==> src/rtl/gpio_ctrl_pkg.sv <==
package gpio_ctrl_pkg;
  localparam int NUM_BANKS  = 4;   // fixed: the window layout names four banks
  localparam int BANK_W     = 32;
  localparam int PIN_W      = NUM_BANKS * BANK_W;
  localparam int BANK_IDX_W = $clog2(NUM_BANKS);
  localparam int WIN_BITS   = 9;   // window is 512 bytes

  typedef enum logic [2:0] {
    RK_LEVEL = 3'd0,
    RK_DIR   = 3'd1,
    RK_SET   = 3'd2,
    RK_CLR   = 3'd3,
    RK_RISE  = 3'd4,
    RK_FALL  = 3'd5,
    RK_STAT  = 3'd6,
    RK_ALT   = 3'd7
  } reg_kind_e;

  typedef struct packed {
    logic                  hit;
    reg_kind_e             kind;
    logic [BANK_IDX_W-1:0] bank;
    logic                  alt_hi;
  } reg_sel_t;
endpackage

==> src/rtl/gpio_addr_decode.sv <==
module gpio_addr_decode
  import gpio_ctrl_pkg::*;
#(
  parameter int ADDR_W = 12
) (
  input  logic [ADDR_W-1:0] addr,
  output reg_sel_t          sel,
  output logic              in_window
);
  logic [6:0] w;
  logic [6:0] wh;

  assign in_window = (addr >> WIN_BITS) == '0;
  assign w  = addr[WIN_BITS-1:2];
  assign wh = w - 7'd64;

  always_comb begin
    sel = '0;
    if (w < 7'd21) begin
      // three-wide interleave of banks 0..2 for seven register kinds
      sel.hit  = 1'b1;
      sel.kind = reg_kind_e'(3'(w / 7'd3));
      sel.bank = BANK_IDX_W'(w % 7'd3);
    end else if (w < 7'd29) begin
      // alternate-function pairs for all four banks
      sel.hit    = 1'b1;
      sel.kind   = RK_ALT;
      sel.bank   = BANK_IDX_W'((w - 7'd21) >> 1);
      sel.alt_hi = ~w[0];
    end else if (w >= 7'd64 && wh < 7'd21 && (wh % 7'd3) == 7'd0) begin
      // relocated bank 3 copies
      sel.hit  = 1'b1;
      sel.kind = reg_kind_e'(3'(wh / 7'd3));
      sel.bank = BANK_IDX_W'(NUM_BANKS - 1);
    end
    if (!in_window || addr[1:0] != 2'b00) sel.hit = 1'b0;
  end
endmodule

==> src/rtl/gpio_sync.sv <==
module gpio_sync #(
  parameter int WIDTH  = 128,
  parameter int STAGES = 2
) (
  input  logic             clk,
  input  logic             rst_n,
  input  logic [WIDTH-1:0] din,
  output logic [WIDTH-1:0] dout
);
  logic [WIDTH-1:0] stg [STAGES];

  always_ff @(posedge clk) begin
    if (!rst_n) stg[0] <= '0;
    else        stg[0] <= din;
  end

  for (genvar i = 1; i < STAGES; i++) begin : g_stage
    always_ff @(posedge clk) begin
      if (!rst_n) stg[i] <= '0;
      else        stg[i] <= stg[i-1];
    end
  end

  assign dout = stg[STAGES-1];
endmodule

==> src/rtl/gpio_bank.sv <==
module gpio_bank
  import gpio_ctrl_pkg::*;
#(
  parameter int W = 32
) (
  input  logic      clk,
  input  logic      rst_n,
  input  logic      wr_en,
  input  reg_kind_e kind,
  input  logic      alt_sel,
  input  logic [W-1:0] wdata,
  input  logic [W-1:0] sync_in,
  input  logic [W-1:0] evt,
  output logic [W-1:0] drv,
  output logic [W-1:0] oe,
  output logic [W-1:0] rise,
  output logic [W-1:0] fall,
  output logic [W-1:0] stat,
  output logic [W-1:0] alt_lo,
  output logic [W-1:0] alt_hi,
  output logic [W-1:0] rd_word
);
  logic [W-1:0] lat_q, dir_q, rise_q, fall_q, stat_q, alo_q, ahi_q;
  logic [W-1:0] stat_clr;

  assign stat_clr = (wr_en && kind == RK_STAT) ? wdata : '0;

  always_ff @(posedge clk) begin
    if (!rst_n) begin
      lat_q  <= '0;
      dir_q  <= '0;
      rise_q <= '0;
      fall_q <= '0;
      stat_q <= '0;
      alo_q  <= '0;
      ahi_q  <= '0;
    end else begin
      if (wr_en) begin
        case (kind)
          RK_DIR:  dir_q  <= wdata;
          RK_SET:  lat_q  <= lat_q | wdata;
          RK_CLR:  lat_q  <= lat_q & ~wdata;
          RK_RISE: rise_q <= wdata;
          RK_FALL: fall_q <= wdata;
          RK_ALT: begin
            if (alt_sel) ahi_q <= wdata;
            else         alo_q <= wdata;
          end
          default: ;
        endcase
      end
      // a fresh event outranks a same-cycle clear
      stat_q <= (stat_q & ~stat_clr) | evt;
    end
  end

  always_comb begin
    case (kind)
      RK_LEVEL: rd_word = (lat_q & dir_q) | (sync_in & ~dir_q);
      RK_DIR:   rd_word = dir_q;
      RK_RISE:  rd_word = rise_q;
      RK_FALL:  rd_word = fall_q;
      RK_STAT:  rd_word = stat_q;
      RK_ALT:   rd_word = alt_sel ? ahi_q : alo_q;
      default:  rd_word = '0;
    endcase
  end

  assign drv    = lat_q & dir_q;
  assign oe     = dir_q;
  assign rise   = rise_q;
  assign fall   = fall_q;
  assign stat   = stat_q;
  assign alt_lo = alo_q;
  assign alt_hi = ahi_q;
endmodule

==> src/rtl/banked_gpio_ctrl.sv <==
module banked_gpio_ctrl
  import gpio_ctrl_pkg::*;
#(
  parameter int ADDR_W      = 12,
  parameter int SYNC_STAGES = 2
) (
  input  logic                 clk,
  input  logic                 rst_n,
  input  logic                 bus_wr,
  input  logic                 bus_rd,
  input  logic [ADDR_W-1:0]    bus_addr,
  input  logic [BANK_W-1:0]    bus_wdata,
  output logic [BANK_W-1:0]    bus_rdata,
  output logic                 bus_err,
  input  logic [PIN_W-1:0]     pin_in,
  output logic [PIN_W-1:0]     pin_sync,
  output logic [PIN_W-1:0]     pin_out,
  output logic [PIN_W-1:0]     pin_oe,
  output logic [PIN_W-1:0]     rise_en,
  output logic [PIN_W-1:0]     fall_en,
  input  logic [PIN_W-1:0]     edge_evt,
  output logic [PIN_W-1:0]     edge_status,
  output logic [2*PIN_W-1:0]   alt_fn
);
  reg_sel_t          sel;
  logic              in_window;
  logic [BANK_W-1:0] rd_words [NUM_BANKS];
  logic [BANK_W-1:0] rdata_q;
  logic              err_q;

  gpio_addr_decode #(.ADDR_W(ADDR_W)) u_dec (
    .addr      (bus_addr),
    .sel       (sel),
    .in_window (in_window)
  );

  gpio_sync #(.WIDTH(PIN_W), .STAGES(SYNC_STAGES)) u_sync (
    .clk   (clk),
    .rst_n (rst_n),
    .din   (pin_in),
    .dout  (pin_sync)
  );

  for (genvar b = 0; b < NUM_BANKS; b++) begin : g_bank
    logic bank_wr;
    assign bank_wr = bus_wr && sel.hit && (sel.bank == BANK_IDX_W'(b));

    gpio_bank #(.W(BANK_W)) u_bank (
      .clk     (clk),
      .rst_n   (rst_n),
      .wr_en   (bank_wr),
      .kind    (sel.kind),
      .alt_sel (sel.alt_hi),
      .wdata   (bus_wdata),
      .sync_in (pin_sync[b*BANK_W +: BANK_W]),
      .evt     (edge_evt[b*BANK_W +: BANK_W]),
      .drv     (pin_out[b*BANK_W +: BANK_W]),
      .oe      (pin_oe[b*BANK_W +: BANK_W]),
      .rise    (rise_en[b*BANK_W +: BANK_W]),
      .fall    (fall_en[b*BANK_W +: BANK_W]),
      .stat    (edge_status[b*BANK_W +: BANK_W]),
      .alt_lo  (alt_fn[(2*b)*BANK_W +: BANK_W]),
      .alt_hi  (alt_fn[(2*b+1)*BANK_W +: BANK_W]),
      .rd_word (rd_words[b])
    );
  end

  always_ff @(posedge clk) begin
    if (!rst_n) begin
      rdata_q <= '0;
      err_q   <= 1'b0;
    end else begin
      rdata_q <= (bus_rd && sel.hit) ? rd_words[sel.bank] : '0;
      err_q   <= (bus_rd || bus_wr) && in_window && !sel.hit;
    end
  end

  assign bus_rdata = rdata_q;
  assign bus_err   = err_q;
endmodule

==> config.mk <==
export PLATFORM = sky130hd
export DESIGN_NAME = banked_gpio_ctrl
export DESIGN_NICKNAME = d
export VERILOG_FILES = /design/src/rtl/gpio_ctrl_pkg.sv /design/src/rtl/gpio_addr_decode.sv /design/src/rtl/gpio_sync.sv /design/src/rtl/gpio_bank.sv /design/src/rtl/banked_gpio_ctrl.sv
export SDC_FILE = /design/constraint.sdc
export NUM_CORES = 2
export LEC_CHECK = 0
export BUFFER_PORTS_ARGS = -buffer_cell sky130_fd_sc_hd__buf_4
export CAP_MARGIN = 40
export CORE_AREA = 2 2 531 533
export CTS_BUF_LIST = sky130_fd_sc_hd__clkbuf_16
export DETAILED_ROUTE_END_ITERATION = 8
export DIE_AREA = 0 0 533 535
export GPL_TIMING_DRIVEN = 0
export PLACE_DENSITY = 0.34
export SLEW_MARGIN = 15
export SYNTH_ARGS = -nofsm -noshare
export SYNTH_HDL_FRONTEND = slang
export SYNTH_HIERARCHICAL = 1
export SYNTH_SLANG_ARGS = --single-unit
==> constraint.sdc <==
create_clock -name clk -period 5.2 [get_ports clk]
set_input_delay 0.52 -clock clk [delete_from_list [all_inputs] [get_ports clk]]
set_output_delay 0.52 -clock clk [all_outputs]
set_load 0.03 [all_outputs]
; ---- Word level (Yosys, flattened, before mapping)
; Memory sizes are Yosys's and may differ from the RTL's.
; Cells that the tools add are included.
[word_totals]
register_bits = 929
mem_bits_rw = 256
in_bits = 304
wordCells = 172
mem_count = 1
[memory_table]
columns = name, depth, width, read_ports, rd_clocked_by_memory_dff, write_ports, line
row1 = u_sync.stg, 2, 128, 2, 0, 2, gpio_sync.sv:10  ; logic [WIDTH-1:0] stg [STAGES];
[op_classes]
add_sub_neg = 2
div = 4
magnitude_cmp = 5
eq_ne = 10
n_mux = 29
n_bitwise = 42
n_reduce_logical = 49
[op_table]
columns = operator, count
row1 = 32-bit case mux with 6 select lines, 4
row2 = 32-bit AND, 16
row3 = 32-bit bitwise OR, 12
row4 = 32-bit 2-to-1 mux, 10
row5 = 32-bit inverter, 9
row6 = 128-bit 2-to-1 mux, 2
row7 = 32-bit case mux with 2 select lines, 4
row8 = 32-bit binary-select mux with 2-bit select, 1
row9 = 2-bit AND reduction, 17
row10 = 3-bit AND reduction, 8
row11 = 7-bit by 5-bit < comparator with 1-bit output (second input constant), 3
row12 = 6-bit 2-to-1 mux, 3
row13 = 7-bit by 2-bit divider with 7-bit output (second input constant), 2
row14 = 1-bit logical AND, 14
row15 = 7-bit by 2-bit remainder unit with 7-bit output (second input constant), 2
row16 = 3-bit equality test (second input constant), 4
row17 = 12-bit logical NOT, 1
row18 = 7-bit >= comparator (second input constant), 1
row19 = 7-bit logical NOT, 1
row20 = 7-bit subtractor (second input constant), 1
row21 = 3-bit by 2-bit equality test with 1-bit output (second input constant), 2
row22 = 1-bit 2-to-1 mux, 5
row23 = 2-bit equality test (second input constant), 2
row24 = 2-bit nonzero test, 2
row25 = 11 further kinds, 15

; ---- Depth between registers and ports, before layout
[logic_depth]
ltp_word = 15
depth_mapped = 24
ltp_nobuf = 16

; ---- Hierarchy
; The synthesis kept the hierarchy.
[by_module_without_submodules]
columns = mod, n_inst, cells_per_inst, area_each_um2
row1 = gpio_bank, 4, 1262, 10555.1
row2 = gpio_sync, 1, 540, 6870.3
row3 = banked_gpio_ctrl, 1, 155, 1699.1
row4 = gpio_addr_decode, 1, 148, 1122.3

; ---- Worst setup path before layout
; Ideal clock, no wire load.
[synth_path]
kind = input to register
start = input port bus_addr[2]
end = register rdata_q[15] (netlist: bus_rdata[15])
setup_ns = 0.123
t_arrival_ns = 4.791
required_ns = 5.077
path_slack_ns = 0.286
path_stages = 20
path_buffers = 4
path_cell_list = clkbuf_1 -> inv_1 -> ha_1 -> o2111ai_1 -> and4_4 -> xnor2_1 -> ha_1 -> inv_1 -> a2111oi_4 -> a31o_4 -> o21ai_2 -> o32ai_1 -> buf_4 -> buf_6 -> and3b_1 -> buf_6 -> a22oi_1 -> o211ai_1 -> mux2i_1 -> o22ai_1
[synth_lines]
columns = item, line
row1 = "start, declared", banked_gpio_ctrl.sv:11  ; input logic [ADDR_W-1:0] bus_addr,
row2 = "end signal, assigned", banked_gpio_ctrl.sv:73  ; rdata_q <= (bus_rd && sel.hit) ? rd_words[sel.bank] : '0;
row3 = "end, declared", banked_gpio_ctrl.sv:28  ; logic [BANK_W-1:0] rdata_q;

==> summary.md <==
| Metric | Value |
|---|---|
| Run status | finished with violations |
| Failing checks | setup timing |
| H-tree levels | 4 |
| GP Congestion | 0.918 |
| Netlist cell types | 81 |
| Netlist Area Pre-Place | 51900 µm² |
| Share of cells above drive strength 1 | 0.280 |
| Fin Setup TNS | -0.0325 ns |
| Most used cell, CP | buf_4 |
| Initial antenna violation count | 50 |
| First-pass GRT wire length | 539 mm |
| Synth Register Bits | 1185 |
| Die ar. | 285000 µm² |
| Post-Syn Nets | 6202 |
| Fin nets | 8030 |
| DP Worst Slack | -1.99 ns |
| Avg WL per Cell | 35.9 µm |
| Total CTS buffers | 168 |
| Initial drt markers | 5677 |
| Leak | 0.0286 µW |
| Arr. time, crit path | 5.97 ns |
| Post-synthesis sequential area ratio | 0.457 |
| Worst path slowest cell | o211ai_1 |
| Worst vdd ir | 0.217 mV |
| Vias | 56700 |
| Worst Setup SP | bus_addr[5] |
| Worst skew pair latency | 0.84 ns |
| Worst-path clk slew | 0.05 ns |
| CTS tree | done |
| # DRC | 0 |
| Power Density | 308 nW/µm² |
| Crit Path Class | in -> reg |
| Post-Route WL | 419 mm |
| # clock sinks | 1185 |
| Dominant cell type by area after synthesis | dfxtp_1 |
| Synth warn | 6 |
| Hold Path Class | in -> reg |
| Crit share post-route | 1.00 |
| Crit path time final | 5.22 ns |
| Vias per cell | 4.86 |
| Asr flop ratio synth | 0 |
| Max Slew Vio Count | 0 |
| Post-synth EDFFs | 0 |
| Core ar. | 279000 µm² |
| Slew @ Worst Pin | 1.07 ns |
| Final instance area | 75700 µm² |
| Achievable frequency | 192 MHz |
| Mapped Cells | 5891 |
| Vias in the first global route | 54100 |
| Global Route Usage Sum | 0.279 |
| Port bufs | 1326 |
| Final setup violation count | 2 |
| Clk buf depth | 4 |
| Pre-antenna DRT Iters | 6 |
| Register area | 23700 µm² |
| Detailed placement HPWL | 336 mm |
| CP Capture Type | register |
| Worst hold start | bus_wdata[29] |
| Top delay family on crit path | compound AO/OA/AOI/OAI gates |
| Critical path fanouts, max | 10 |
| Area grow syn2layout | 45.8% |
| Largest net degree at the start of global routing | 12 |
| Clock Skews | 0.0384 ns |
| Post-route ant nets | 0 |
| DIE HEIGHT | 535 µm |
| DIE WIDTH | 533 µm |
| Worst r2r src | g_bank[1].u_bank/oe[9] |
| Starting Density | 0.186 |
| Relative slew slack | 0.283 |
| Synth Area per Inst | 8.81 µm² |
| Multi-input gate area | 24900 µm² |
| Area share of the largest cell type after synthesis | 0.457 |
| Post-DP Area | 67000 µm² |
| Critical Path Start Type | primary input |
| Ports | 1361 |
| Endpoints failing hold | 0 |
| Top cells by area, synth | dfxtp_1 (46%), a21oi_1 (7.5%), nand2_1 (5.6%), and2_1 (4.6%), mux2i_1 (3.5%) |
| Grt ovf | 0 |
| Clk root buf | clkbuf_16 |
| Crit path buf inv count | 11 |
| Max-cap violations | 0 |
| Fin worst setup slack | -0.0181 ns |
| Filler cell count | 30300 |
| Worst hold slack | 0.0970 ns |
| Top_reg_cell synth | dfxtp_1 |
| Tot Pwr | 23300 µW |
| CP max stage delay | 0.85 ns |
| Required time worst endpoint | 5.96 ns |
| Row cnt | 194 |
-- area by class of cell --
cell class,instances,share of cell area
diodes,97,0.00321
clock buffers,168,0.0555
multi-input cells,4011,0.330
well taps,3724,0.0616
plain buffers,659,0.0482
inverters,32,0.00164
repair buffers,1662,0.176
flip-flops and latches,1185,0.313
clock inverters,127,0.0103
-- final timing paths --
path / endpoint / slack (ns) / cells past startpoint
max reg2reg: bus_rdata[9] / 2.66 / 6
min: g_bank[3].u_bank/fall[29] / 0.1 / 3
max: bus_rdata[30] / -0.02 / 25
min reg2reg: u_sync/stg[1][125] / 0.40 / 1
-- per-stage QoR --
| step | std cells | util |
|---|---|---|
| after global placement | 10900 | 0.239 |
| after detailed placement | 11000 | 0.240 |
| after CTS | 11500 | 0.269 |
| after floorplan | 5891 | - |
| after global routing | 11600 | 0.271 |
| final | 11700 | 0.271 |
-- metal layers --
metal | vias up | wire length, µm | global-route usage | part of all wire
met5 | - | 0 | 0 | 0
met4 | 0 | 19500 | 0.130 | 0.047
met3 | 472 | 35000 | 0.0710 | 0.084
met2 | 2905 | 190000 | 0.439 | 0.45
met1 | 28600 | 175000 | 0.356 | 0.42
li1 | 24700 | - | - | -
-- worst register-to-register path: cells and delay by family, from the launching register on --
kind	cells	cell delay, ns
buf+inv	1	0.21
flops	1	0.63
compound gates	3	0.71
mux	2	0.87
-- cell usage in the layout, fill, tap and decap left out, drive strengths merged, types with 179 or more instances in the layout --
| cell | synthesis | routed |
|---|---|---|
| nand2 | 778 | 778 |
| a21oi | 778 | 778 |
| a22oi | 190 | 190 |
| clkbuf | 380 | 550 |
| mux2i | 179 | 179 |
| nand3 | 262 | 262 |
| dfxtp | 1185 | 1185 |
| buf | 283 | 1680 |
| dlygate4sd3 | 0 | 259 |
| and2 | 385 | 385 |
| o21ai | 387 | 387 |
-- synthesized netlist by cell type, types with 130 or more instances --
cell type	count
buf_2	141
o21ai_0	228
a21oi_1	778
a22oi_1	188
a311oi_1	130
nand3_1	258
dfxtp_1	1185
mux2_2	156
clkbuf_1	347
nand2_1	778
o21ai_1	158
mux2i_1	179
and2_1	385
-- power by group --
part / total (µW) / switching, µW / internal [µW]
logic: 2870 / 1880 / 987
clock network: 11000 / 4750 / 6230
registers: 9450 / 205 / 9250
total: 23300 / 6840 / 16500
-- cell families (layout without fill, tap and decap cells) --
family                     after synthesis  in the layout  share of synthesized area
and+or+nand+nor                       1666           1666                      0.161
buffers and inverters                  695           2648                     0.0695
muxes                                  336            336                     0.0686
adders and majority gates                8              8                    0.00188
DFF                                   1185           1185                      0.457
xor gates and xnor gates                 6              6                    0.00101
AOI/OAI and AO/OA                     1995           1995                      0.241
other                                    0             97                          0
-- what timing repair did --
item | in CTS | in global routing
hold buffers | 259 | 0
endpoints found under the hold margin | 257 | 0
resized for setup | 62 | 99
gates cloned | 0 | 2
setup endpoints to repair | 807 | 594
setup buffers | 13 | 18
pin swaps | 17 | 16
Note: power is estimated with default switching activity, not from simulation.
